<file path="config.mk">
export PLATFORM = sky130hd
export DESIGN_NAME = pgw_dram_wr
export DESIGN_NICKNAME = d
export VERILOG_FILES = /design/src/rtl/pgw_pkg.sv /design/src/rtl/pgw_timer.sv /design/src/rtl/pgw_page_track.sv /design/src/rtl/pgw_fsm.sv /design/src/rtl/pgw_dram_wr.sv
export SDC_FILE = /design/constraint.sdc
export NUM_CORES = 1
export LEC_CHECK = 0
export BUFFER_PORTS_ARGS = -buffer_cell sky130_fd_sc_hd__buf_2
export CAP_MARGIN = 0
export CORE_MARGIN = 1.5
export CORE_UTILIZATION = 35
export CTS_BUF_LIST = sky130_fd_sc_hd__clkbuf_2
export DETAILED_ROUTE_END_ITERATION = 8
export PLACE_DENSITY = 0.59
export SKIP_LAST_GASP = 1
export SYNTH_ARGS = -nofsm -noshare
export SYNTH_HDL_FRONTEND = slang
export SYNTH_SLANG_ARGS = --single-unit
</file>
<file path="constraint.sdc">
create_clock -name clk_i -period 1.6 [get_ports clk_i]
set_input_delay 0.32 -clock clk_i [delete_from_list [all_inputs] [get_ports clk_i]]
set_output_delay 0.32 -clock clk_i [all_outputs]
set_load 0.01 [all_outputs]
</file>
<file path="src/rtl/pgw_pkg.sv">
package pgw_pkg;
  typedef enum logic [3:0] {
    ST_IDLE, ST_PRE, ST_ROW, ST_RCD, ST_DSET, ST_CASL, ST_AWAIT, ST_RF_CAS, ST_RF_RAS
  } pgw_state_e;

  typedef enum logic [1:0] {AFT_ROW, AFT_RF, AFT_IDLE} pgw_after_e;
endpackage

</file>
<file path="src/rtl/pgw_timer.sv">
module pgw_timer #(
  parameter int CW = 3
) (
  input  logic          clk_i,
  input  logic          rst_ni,
  input  logic          load_i,
  input  logic [CW-1:0] val_i,
  output logic          zero_o
);
  logic [CW-1:0] cnt_q;

  always_ff @(posedge clk_i or negedge rst_ni) begin
    if (!rst_ni)             cnt_q <= '0;
    else if (load_i)         cnt_q <= val_i;
    else if (cnt_q != '0)    cnt_q <= cnt_q - 1'b1;
  end

  assign zero_o = (cnt_q == '0);
endmodule

</file>
<file path="src/rtl/pgw_page_track.sv">
module pgw_page_track #(
  parameter int AW = 9
) (
  input  logic          clk_i,
  input  logic          rst_ni,
  input  logic [AW-1:0] row_i,
  input  logic [AW-1:0] col_i,
  input  logic          row_load_i,
  input  logic          open_set_i,
  input  logic          close_i,
  input  logic          col_load_i,
  input  logic          col_inc_i,
  output logic [AW-1:0] row_o,
  output logic [AW-1:0] col_o,
  output logic          open_o,
  output logic          hit_o
);
  logic [AW-1:0] row_q, col_q;
  logic          open_q;

  always_ff @(posedge clk_i or negedge rst_ni) begin
    if (!rst_ni) begin
      row_q  <= '0;
      col_q  <= '0;
      open_q <= 1'b0;
    end else begin
      if (row_load_i) row_q <= row_i;
      if (row_load_i || close_i) open_q <= 1'b0;
      else if (open_set_i)       open_q <= 1'b1;
      if (col_load_i)     col_q <= col_i;
      else if (col_inc_i) col_q <= col_q + 1'b1;   // wraps inside the row
    end
  end

  assign row_o  = row_q;
  assign col_o  = col_q;
  assign open_o = open_q;
  assign hit_o  = open_q && (row_q == row_i);

  AST_OPEN_NEEDS_ROW: assert property (@(posedge clk_i) disable iff (!rst_ni)
    $rose(open_q) |-> $stable(row_q)) else $error("open without stable row");
endmodule

</file>
<file path="src/rtl/pgw_fsm.sv">
module pgw_fsm
  import pgw_pkg::*;
#(
  parameter int DW     = 4,
  parameter int CW     = 3,
  parameter int T_RCD  = 2,
  parameter int T_CAS  = 2,
  parameter int T_RP   = 3,
  parameter int T_RFSH = 4
) (
  input  logic          clk_i,
  input  logic          rst_ni,
  input  logic          req_valid_i,
  input  logic          req_last_i,
  input  logic [DW-1:0] req_data_i,
  input  logic          refresh_req_i,
  input  logic          hit_i,
  input  logic          open_i,
  input  logic          zero_i,
  output logic          req_ready_o,
  output logic          load_o,
  output logic [CW-1:0] load_val_o,
  output logic          row_load_o,
  output logic          open_set_o,
  output logic          close_o,
  output logic          col_load_o,
  output logic          col_inc_o,
  output logic          ack_o,
  output pgw_state_e    state_o,
  output logic [DW-1:0] data_o
);
  localparam logic [CW-1:0] RCD_M1 = CW'(T_RCD - 1);
  localparam logic [CW-1:0] CAS_M1 = CW'(T_CAS - 1);
  localparam logic [CW-1:0] RP_M1  = CW'(T_RP - 1);
  localparam logic [CW-1:0] RF_M1  = CW'(T_RFSH - 1);

  pgw_state_e    state_q, state_d;
  pgw_after_e    after_q, after_d;
  logic [DW-1:0] data_q;
  logic          last_q, ack_q, ack_d, latch;

  assign req_ready_o = ((state_q == ST_IDLE) && !refresh_req_i) || (state_q == ST_AWAIT);

  always_comb begin
    state_d    = state_q;
    after_d    = after_q;
    load_o     = 1'b0;
    load_val_o = '0;
    row_load_o = 1'b0;
    open_set_o = 1'b0;
    close_o    = 1'b0;
    col_load_o = 1'b0;
    col_inc_o  = 1'b0;
    ack_d      = 1'b0;
    latch      = 1'b0;
    unique case (state_q)
      ST_IDLE: begin
        if (refresh_req_i) begin   // refresh wins over a new burst
          close_o = 1'b1;
          if (open_i) begin
            state_d = ST_PRE; after_d = AFT_RF; load_o = 1'b1; load_val_o = RP_M1;
          end else begin
            state_d = ST_RF_CAS;
          end
        end else if (req_valid_i) begin
          latch      = 1'b1;
          col_load_o = 1'b1;
          if (hit_i) begin
            state_d = ST_DSET;
          end else begin
            row_load_o = 1'b1;
            if (open_i) begin
              state_d = ST_PRE; after_d = AFT_ROW; load_o = 1'b1; load_val_o = RP_M1;
            end else begin
              state_d = ST_ROW;
            end
          end
        end
      end
      ST_PRE: begin
        if (zero_i) begin
          unique case (after_q)
            AFT_ROW: state_d = ST_ROW;
            AFT_RF:  state_d = ST_RF_CAS;
            default: state_d = ST_IDLE;
          endcase
        end
      end
      ST_ROW: begin
        open_set_o = 1'b1;
        state_d    = ST_RCD;
        load_o     = 1'b1;
        load_val_o = RCD_M1;
      end
      ST_RCD:  if (zero_i) state_d = ST_DSET;
      ST_DSET: begin
        state_d = ST_CASL; load_o = 1'b1; load_val_o = CAS_M1;
      end
      ST_CASL: if (zero_i) state_d = last_q ? ST_IDLE : ST_AWAIT;
      ST_AWAIT: begin
        if (req_valid_i) begin
          latch     = 1'b1;
          col_inc_o = 1'b1;
          state_d   = ST_DSET;
        end
      end
      ST_RF_CAS: begin
        state_d = ST_RF_RAS; load_o = 1'b1; load_val_o = RF_M1;
      end
      ST_RF_RAS: begin
        if (zero_i) begin
          state_d = ST_PRE; after_d = AFT_IDLE; load_o = 1'b1; load_val_o = RP_M1;
          ack_d   = 1'b1;
        end
      end
      default: state_d = ST_IDLE;
    endcase
  end

  always_ff @(posedge clk_i or negedge rst_ni) begin
    if (!rst_ni) begin
      state_q <= ST_IDLE;
      after_q <= AFT_IDLE;
      data_q  <= '0;
      last_q  <= 1'b0;
      ack_q   <= 1'b0;
    end else begin
      state_q <= state_d;
      after_q <= after_d;
      ack_q   <= ack_d;
      if (latch) begin
        data_q <= req_data_i;
        last_q <= req_last_i;
      end
    end
  end

  assign ack_o   = ack_q;
  assign state_o = state_q;
  assign data_o  = data_q;

  AST_ACK_PULSE: assert property (@(posedge clk_i) disable iff (!rst_ni)
    ack_o |=> !ack_o) else $error("ack longer than one cycle");
  AST_ACK_CLOSED: assert property (@(posedge clk_i) disable iff (!rst_ni)
    ack_o |-> !open_i) else $error("row open after refresh");
endmodule

</file>
<file path="src/rtl/pgw_dram_wr.sv">
module pgw_dram_wr
  import pgw_pkg::*;
#(
  parameter int AW     = 9,
  parameter int DW     = 4,
  parameter int T_RCD  = 2,
  parameter int T_CAS  = 2,
  parameter int T_RP   = 3,
  parameter int T_RFSH = 4
) (
  input  logic            clk_i,
  input  logic            rst_ni,
  input  logic            req_valid_i,
  output logic            req_ready_o,
  input  logic [2*AW-1:0] req_addr_i,
  input  logic [DW-1:0]   req_data_i,
  input  logic            req_last_i,
  input  logic            refresh_req_i,
  output logic            refresh_ack_o,
  output logic [AW-1:0]   dram_addr_o,
  output logic            dram_ras_no,
  output logic            dram_cas_no,
  output logic            dram_we_no,
  output logic [DW-1:0]   dram_data_o
);
  localparam int TMAX1 = (T_RCD > T_CAS) ? T_RCD : T_CAS;
  localparam int TMAX2 = (T_RP > T_RFSH) ? T_RP : T_RFSH;
  localparam int TMAX  = (TMAX1 > TMAX2) ? TMAX1 : TMAX2;
  localparam int CW    = (TMAX < 2) ? 1 : $clog2(TMAX);
  localparam int PCW   = $clog2(T_RP + 2) + 1;

  pgw_state_e    state;
  logic          load, zero, hit, open_row;
  logic          row_load, open_set, close_row, col_load, col_inc;
  logic [CW-1:0] load_val;
  logic [AW-1:0] row_q, col_q;

  pgw_timer #(.CW(CW)) u_timer (
    .clk_i (clk_i), .rst_ni (rst_ni), .load_i (load), .val_i (load_val), .zero_o (zero)
  );

  pgw_page_track #(.AW(AW)) u_page (
    .clk_i      (clk_i),
    .rst_ni     (rst_ni),
    .row_i      (req_addr_i[2*AW-1:AW]),
    .col_i      (req_addr_i[AW-1:0]),
    .row_load_i (row_load),
    .open_set_i (open_set),
    .close_i    (close_row),
    .col_load_i (col_load),
    .col_inc_i  (col_inc),
    .row_o      (row_q),
    .col_o      (col_q),
    .open_o     (open_row),
    .hit_o      (hit)
  );

  pgw_fsm #(
    .DW(DW), .CW(CW), .T_RCD(T_RCD), .T_CAS(T_CAS), .T_RP(T_RP), .T_RFSH(T_RFSH)
  ) u_fsm (
    .clk_i         (clk_i),
    .rst_ni        (rst_ni),
    .req_valid_i   (req_valid_i),
    .req_last_i    (req_last_i),
    .req_data_i    (req_data_i),
    .refresh_req_i (refresh_req_i),
    .hit_i         (hit),
    .open_i        (open_row),
    .zero_i        (zero),
    .req_ready_o   (req_ready_o),
    .load_o        (load),
    .load_val_o    (load_val),
    .row_load_o    (row_load),
    .open_set_o    (open_set),
    .close_o       (close_row),
    .col_load_o    (col_load),
    .col_inc_o     (col_inc),
    .ack_o         (refresh_ack_o),
    .state_o       (state),
    .data_o        (dram_data_o)
  );

  // strobes decoded from registered state only
  assign dram_ras_no = !(open_row || (state == ST_RF_RAS));
  assign dram_cas_no = !((state == ST_CASL) || (state == ST_RF_CAS) || (state == ST_RF_RAS));
  assign dram_we_no  = !((state == ST_DSET) || (state == ST_CASL));
  assign dram_addr_o = ((state == ST_ROW) || (state == ST_RCD)) ? row_q : col_q;

  // cycles RAS has been high, saturating; reset value assumes a precharged device
  logic [PCW-1:0] pre_cnt_q;
  always_ff @(posedge clk_i or negedge rst_ni) begin
    if (!rst_ni)                        pre_cnt_q <= '1;
    else if (!dram_ras_no)              pre_cnt_q <= '0;
    else if (pre_cnt_q != '1)           pre_cnt_q <= pre_cnt_q + 1'b1;
  end

  AST_PRECHARGE: assert property (@(posedge clk_i) disable iff (!rst_ni)
    $fell(dram_ras_no) |-> (int'(pre_cnt_q) >= T_RP)) else $error("precharge short");
  AST_DATA_HOLD: assert property (@(posedge clk_i) disable iff (!rst_ni)
    (!dram_cas_no && !dram_we_no) |-> $stable(dram_data_o)) else $error("data moved");
  AST_ADDR_HOLD: assert property (@(posedge clk_i) disable iff (!rst_ni)
    (!dram_cas_no && !dram_ras_no && !dram_we_no) |-> $stable(dram_addr_o)) else $error("col moved");
  AST_CBR_ORDER: assert property (@(posedge clk_i) disable iff (!rst_ni)
    (!dram_cas_no && dram_ras_no) |=> (!dram_ras_no && !dram_cas_no && dram_we_no)) else $error("cbr order");
  AST_READY_CAS_HIGH: assert property (@(posedge clk_i) disable iff (!rst_ni)
    req_ready_o |-> dram_cas_no) else $error("ready during cas");
endmodule

</file>
==> run metrics, run 1 <==
fin crit share=1.23; Primary FF master, synth=dfrtp_1; Post-Synth Adder-Cell Area=0.0118; grt ovf=0; area leader, netlist=dfrtp_1; unrepaired setup endpoints after global routing=true; CP Capture Point=dram_addr_o[3]; Synth-to-Final Area Change=58.7%; Core Footprint=~6000 um^2; Buffers on Ports=44; fin crit period=1.97 ns; Worst VDD drop=about 970 uV; r2r worst-path depth=7; first-pass GRT wire length=between 10 and 15 mm; worst hold path type=primary input to register; Setup Skew=slightly below 0.03 ns; largest family of logic cells by synthesized area=simple AND/OR/NAND/NOR gates; FMAX=507 MHz; Layout fillers=~540; Synth Area in XOR/XNOR=0.0456; Post-synth ARST share=1.00; Post-Syn Area=2110 um^2; diodes inserted=0; Clock Path Buffers=2; crit-path cells=buf_4, and3_4, mux2_2, buf_2; htree depth=2; final setup margin=-0.373 ns; Slew @ Worst Pin=0.439 ns; failing checks=negative setup slack; final count of hold timing violations=0; # setup viols final=44; total CTS buffers=5; vias post-DR=between 2,000 and 2,500; layout cell share with drive strength beyond 1=0.588; largest net degree at the start of global routing=34; Syn Area/Cell=between 9 and 10 um^2; slowest CP cell=dfrtp_2; Worst EP arrival=roughly 1.7 ns; Lkg Pwr=roughly 0.0016 uW; Final Util=0.570; Max-Cap Viols=0; row cnt=28; relative slew slack=0.707; worst-path fanout max=6; Largest stage delay, worst path=about 0.47 ns; register area=~830 um^2; Synth Area in Compound Gates=0.167; R2R Path End=u_page.row_o[8]; Detailed Routing Iterations Pass 1=4; Horiz. Die Dim=around 81 um; Crit. End Element=output pin; CP required=between 1 and 1.5 ns; multi-input logic area=about 1400 um^2; TNS Setup=-9.06 ns; post-synthesis mux area share=0.125; fin cells=roughly 420; yosys warns=0; DRC Markers=0; sequential share of the synthesized area=0.391; Placer Congestion=~0.87; antenna violations before repair=0; CP Launch Type=register; Max Transition Viols Final=0; simple-gate share of the synthesized area=0.209; DIE AREA=approximately 6500 um^2; Syn Nets=approximately 250; TritonCTS clock tree=done; count of flip-flops with a built-in enable after synthesis=0; R2R setup slack=-0.26 ns; routed vias/inst=between 5 and 6; HPWL Detailed=roughly 4.2 mm; status=finished with violations; initial detailed-routing violation count=88; commonest cells in the netlist=dfrtp_1 (32), nand2_1 (32), a21oi_1 (14), nor2_1 (14), mux2_2 (12); Worst-Skew Late Latency=0.37 ns; Nets=~370; root buffer cell=clkbuf_2; PwrDens=around 2000 nW/um^2; Routed Antenna Nets=0; Routed WL=around 6.4 mm; placed cells=385; WHS Path Cells=3; vias in the first global route=about 2,200; routed len/inst=approximately 15 um; worst r2r src=u_fsm.state_o[1]; Synth area leaders=dfrtp_1 (38%), mux2_2 (6.4%), mux2_4 (5.7%); top-area cell type share of the netlist area=0.379; DIE HEIGHT=between 80 and 90 um; GRT Total Usage=0.201; post-synthesis cell count=around 230; Cell variety after synth=53; Setup crit start=u_fsm.state_o[1]; Starting Density=0.359; Setup CP Type=register to output pin; CTS Sinks=33; I/O pins=45; Clock Pin Slew Worst Setup and Hold Paths=around 0.19 ns; #FFs+latches synth=33
[power breakdown]
part / switching, uW / internal [uW] / total [uW]
Clock: 283 / 120 / 403
Sequential: 421 / 1230 / 1650
Combinational: 2070 / 2690 / 4760
Total: 2770 / 4050 / 6820
[per-stage QoR]
stage	cell area [um^2]	worst slack [ns]	total power, uW	hold slack [ns]
finish	3360	-0.373	6820	0.128
global route	3360	-0.467	7330	0.0883
CTS	3150	-0.384	6320	0.0950
detailed placement	2790	-0.368	5160	0.388
global placement	2790	-0.230	5090	0.388
floorplan	2120	-0.0855	3650	0.0244
[flip-flops by register name, indices dropped and copies added (netlist names)]
| signal | count |
|---|---|
| u_page.col_o | 9 |
| u_page.row_o | 9 |
| u_fsm.data_o | 4 |
| u_fsm.state_o | 4 |
| u_fsm.after_q | 2 |
| u_timer.cnt_q | 2 |
| u_fsm.ack_o | 1 |
| u_fsm.last_q | 1 |
| u_page.open_o | 1 |
[critical path, delay by kind of cell, from the launching register on]
family / cells / cell delay (ns)
mux: 1 / 0.33
flops: 1 / 0.47
simple gates: 1 / 0.21
buf+inv: 2 / 0.30
[layout by cell type, fill, tap and decap left out, types with 3 or more instances in the layout]
master	netlist	routed
nand2_1	32	20
a21oi_2	0	6
clkbuf_2	0	7
nand3_1	7	5
nand2b_1	3	3
dfrtp_1	32	31
buf_6	2	23
inv_1	9	6
o21ai_2	0	4
nand2_4	0	5
o21ai_1	2	6
nand2_2	0	7
a21oi_1	14	8
xnor2_1	9	7
buf_2	6	39
mux2_2	12	7
mux2_4	8	13
buf_4	0	53
o22a_1	3	3
nor2_1	14	12
[per-layer routing]
| layer | global-route usage | vias up | part of all wire |
|---|---|---|---|
| met5 | 0 | - | 0 |
| met4 | 0.0569 | 0 | 0.015 |
| met3 | 0.0477 | 10 | 0.051 |
| met2 | 0.351 | 61 | 0.51 |
| met1 | 0.247 | 1035 | 0.42 |
| li1 | - | 1038 | - |
[final cells by class]
type,instances,area share
Clock inverter,1,0.00149
Sequential cell,33,0.247
Tap cell,75,0.0280
Clock buffer,7,0.0104
Inverter,9,0.0108
Multi-Input combinational cell,171,0.429
Timing Repair Buffer,119,0.273
[cells by family (layout without fill, tap and decap cells)]
| family | after synthesis | in the layout |
|---|---|---|
| simple gates | 83 | 84 |
| compound gates | 53 | 53 |
| flops | 33 | 33 |
| buf+inv | 22 | 136 |
| mux | 21 | 21 |
| xor+xnor | 11 | 11 |
| fa+ha+maj | 2 | 2 |
[worst min-delay path by stage]
stage | start | to | slack [ns]
floorplan | rst_ni | u_fsm.ack_o | 0.02
global placement | rst_ni | u_fsm.state_o[3] | 0.39
detailed placement | rst_ni | u_fsm.state_o[0] | 0.39
CTS | req_data_i[3] | u_fsm.data_o[3] | 0.1
global route | req_data_i[3] | u_fsm.data_o[3] | 0.09
finish | req_data_i[0] | u_fsm.data_o[0] | 0.13
[what timing repair did]
item / 4_1_cts / 5_1_grt
gates resized for setup: 49 / 50
hold buffers: 1 / 0
endpoints found under the setup margin: 42 / 45
gates cloned: 2 / 1
pin swaps: 16 / 26
endpoints found under the hold margin: 32 / 0
setup buffers: 14 / 9
(Power assumes the default switching activity.)
==> run 2, diff against run 1 <==
--- a/config.mk
+++ b/config.mk
@@ -11,7 +11,6 @@
 export CORE_UTILIZATION = 35
 export CTS_BUF_LIST = sky130_fd_sc_hd__clkbuf_2
 export DETAILED_ROUTE_END_ITERATION = 8
-export PLACE_DENSITY = 0.59
 export SKIP_LAST_GASP = 1
 export SYNTH_ARGS = -nofsm -noshare
 export SYNTH_HDL_FRONTEND = slang
==> run 2 against run 1 <==
The run still ends with negative setup slack left. Clock power barely moved. Sequential share of layout area fell by 0.73 points. Total power rose by 4.6%. Non-clock buffer count fell by 1. Setup slack got worse by 0.11 ns. Die area did not move. Final cell count fell by 0.24%.
==> run metrics, run 2 (synthesized netlist as in run 1, its figures left out) <==
Synth-to-Final Area Change=63.8% (was 58.7%); Worst-Skew Late Latency=0.39 ns (was 0.37 ns); largest net degree at the start of global routing=21 (was 34); Clock Path Buffers=2 (unchanged); Clk pwr share=0.057 (was 0.059); HPWL Detailed=4.36 mm (was 4.20 mm); placed cells=379 (was 385); Largest stage delay, worst path=0.48 ns (was 0.47 ns); Max-Cap Viols=0 (unchanged); fin cells=414 (was 415); grt ovf=0 (unchanged); crit-path cells=buf_6, buf_6, nor4_4, buf_4, nand3_4, a21o_4, buf_6, mux2_4 (was buf_4, and3_4, mux2_2, buf_2); TritonCTS clock tree=done (unchanged); CP required=1.89 ns (was 1.28 ns); hold_ws=0.0968 ns (was 0.128 ns); worst r2r src=u_fsm.state_o[1] (unchanged); final setup margin=-0.481 ns (was -0.373 ns); CTS Sinks=33 (unchanged); Slew @ Worst Pin=0.382 ns (was 0.439 ns); worst hold path type=primary input to register (unchanged); most used cell, CP=buf_6; DIE AREA=6520 um^2 (unchanged); status=finished with violations (unchanged); Horiz. Die Dim=80.7 um (unchanged); Setup Skew=0.0215 ns (was 0.0289 ns); row cnt=28 (unchanged); Setup crit start=u_fsm.state_o[1] (unchanged); relative slew slack=0.745 (was 0.707); # setup viols final=38 (was 44); CP Launch Type=register (unchanged); Starting Density=0.359 (unchanged); I/O pins=45 (unchanged); R2R setup slack=-0.48 ns (was -0.26 ns); WHS Path Cells=3 (unchanged); vias post-DR=2,128 (was 2,144); top layer in use=met4 (unchanged); unrepaired setup endpoints after global routing=true (unchanged); delay-heaviest family, CP=buffers and inverters (was flip-flops); Lkg Pwr=0.00163 uW (was 0.00158 uW); most common cell after layout, fill and taps aside=buf_4 (unchanged); Reg power frac=0.235 (was 0.242); final count of hold timing violations=0 (unchanged); PwrDens=2060 nW/um^2 (was 2030 nW/um^2); GRT Total Usage=0.203 (was 0.201); Routed Antenna Nets=0 (unchanged); Nets=367 (was 368); Crit. End Element=register (was output pin); total CTS buffers=5 (unchanged); fin crit share=1.30 (was 1.23); layout cell share with drive strength beyond 1=0.587 (was 0.588); worst-path fanout max=4 (was 6); Routed WL=6.68 mm (was 6.36 mm); Routed met2 length=3.48 mm (was 3.27 mm); antenna violations before repair=0 (unchanged); most frequent cells in the layout=buf_4 (48), buf_2 (35), buf_6 (30), dfrtp_1 (30), nand2_1 (27) (was buf_4 (53), buf_2 (39), dfrtp_1 (31)); Worst EP arrival=2.38 ns (was 1.65 ns); Buffers on Ports=44 (unchanged); Sw Share=0.411 (was 0.407); first-pass GRT wire length=10.0 mm (about the same); Clock Pin Slew Worst Setup and Hold Paths=0.18 ns (was 0.19 ns); Worst VDD drop=1220 uV (was 966 uV); FMAX=480 MHz (was 507 MHz); DR WL met3=191 um (was 327 um); r2r worst-path depth=8 (was 7); Setup CP Type=register to register (was register to output pin); Core Footprint=5890 um^2 (unchanged); TNS Setup=-13.41 ns (was -9.06 ns); routed len/inst=16.1 um (was 15.3 um); root buffer cell=clkbuf_2 (unchanged); Max Transition Viols Final=0 (unchanged); Layout fillers=528 (was 537); CP Buf/Inv Count=4 (was 2); failing checks=negative setup slack (unchanged); Detailed Routing Iterations Pass 1=4 (unchanged); vias in the first global route=2,124 (was 2,198); diodes inserted=0 (unchanged); R2R Path End=u_page.row_o[3] (was u_page.row_o[8]); Sw Pwr=2930 uW (was 2770 uW); initial detailed-routing violation count=111 (was 88); Comb pwr share=0.708 (was 0.698); DIE HEIGHT=80.7 um (unchanged); HP Start=req_data_i[2] (was req_data_i[0]); WL met1=2.93 mm (was 2.67 mm); Worst Hold End=u_fsm.data_o[2] (was u_fsm.data_o[0]); Placer Congestion=0.830 (was 0.869); htree depth=2 (unchanged); DRC Markers=0 (unchanged); cell internal pwr=4200 uW (was 4050 uW); slowest CP cell=dfrtp_2 (unchanged); routed vias/inst=5.14 (was 5.17); fin crit period=2.08 ns (was 1.97 ns)
==> run 2: changes by cell type in the layout (fill, tap and decap cells not counted), sizes merged <==
cell    change
buf         -2
clkinv      +1
==> run 2: worst register-to-register path: stages (launching register included) <==
cell     delay [ns]
dfrtp_2        0.48
buf_6          0.13
buf_6          0.11
nor4_4         0.35
buf_4          0.19
nand3_4        0.09
a21o_4         0.23
buf_6          0.13
mux2_4         0.29
==> run 2: how the worst max path moves through the flow <==
stage | end | slack, ns | cells past startpoint
2_1_floorplan | u_fsm.after_q[0] | -0.09 | 5
3_3_place_gp | u_page.row_o[6] | -0.29 | 7
3_5_place_dp | u_page.row_o[3] | -0.29 | 7
4_1_cts | dram_addr_o[3] | -0.43 | 5
5_1_grt | u_page.row_o[1] | -0.55 | 8
6_report | u_page.row_o[3] | -0.48 | 8
==> run 2: layer usage <==
metal | global-route usage | up-vias
met4 | 0.0466 | 0
met1 | 0.248 | 1045
met2 | 0.366 | 42
met5 | 0 | -
li1 | - | 1034
met3 | 0.0409 | 7
==> run 2: power by group through the flow <==
| stage | sequential (uW) | combinational [uW] | clock (uW) |
|---|---|---|---|
| detailed placement | 1660 | 3430 | 0 |
| global route | 1730 | 5400 | 443 |
| finish | 1680 | 5050 | 405 |
| CTS | 1630 | 4230 | 415 |
| global placement | 1650 | 3380 | 0 |
| floorplan | 1540 | 2110 | 0 |
==> run 2: area by class of cell <==
type,instances,area [um^2],area share
Timing Repair Buffer,118,963,0.278
Tap cell,75,93.8,0.0271
Clock inverter,2,10.0,0.00289
Inverter,9,36.3,0.0105
Clock buffer,6,30.0,0.00867
Sequential cell,33,830,0.240
Multi-Input combinational cell,171,1500,0.433
==> run 2: per-stage QoR <==
step | worst slack [ns] | total power (uW) | util | area (um^2)
global placement | -0.293 | 5030 | 0.469 | 2760
CTS | -0.426 | 6280 | 0.530 | 3120
global route | -0.548 | 7580 | 0.588 | 3460
finish | -0.481 | 7130 | 0.588 | 3460
detailed placement | -0.286 | 5090 | 0.469 | 2760
floorplan | -0.0855 | 3650 | - | 2120
==> run 2: repair_timing <==
action / in CTS / in global routing
hold buffers: 1 / 0
endpoints found under the setup margin: 42 / 45
resized for setup: 61 / 47
pin swaps: 25 / 28
gates cloned: 1 / 1
endpoints found under the hold margin: 12 / 0
setup buffers: 13 / 18
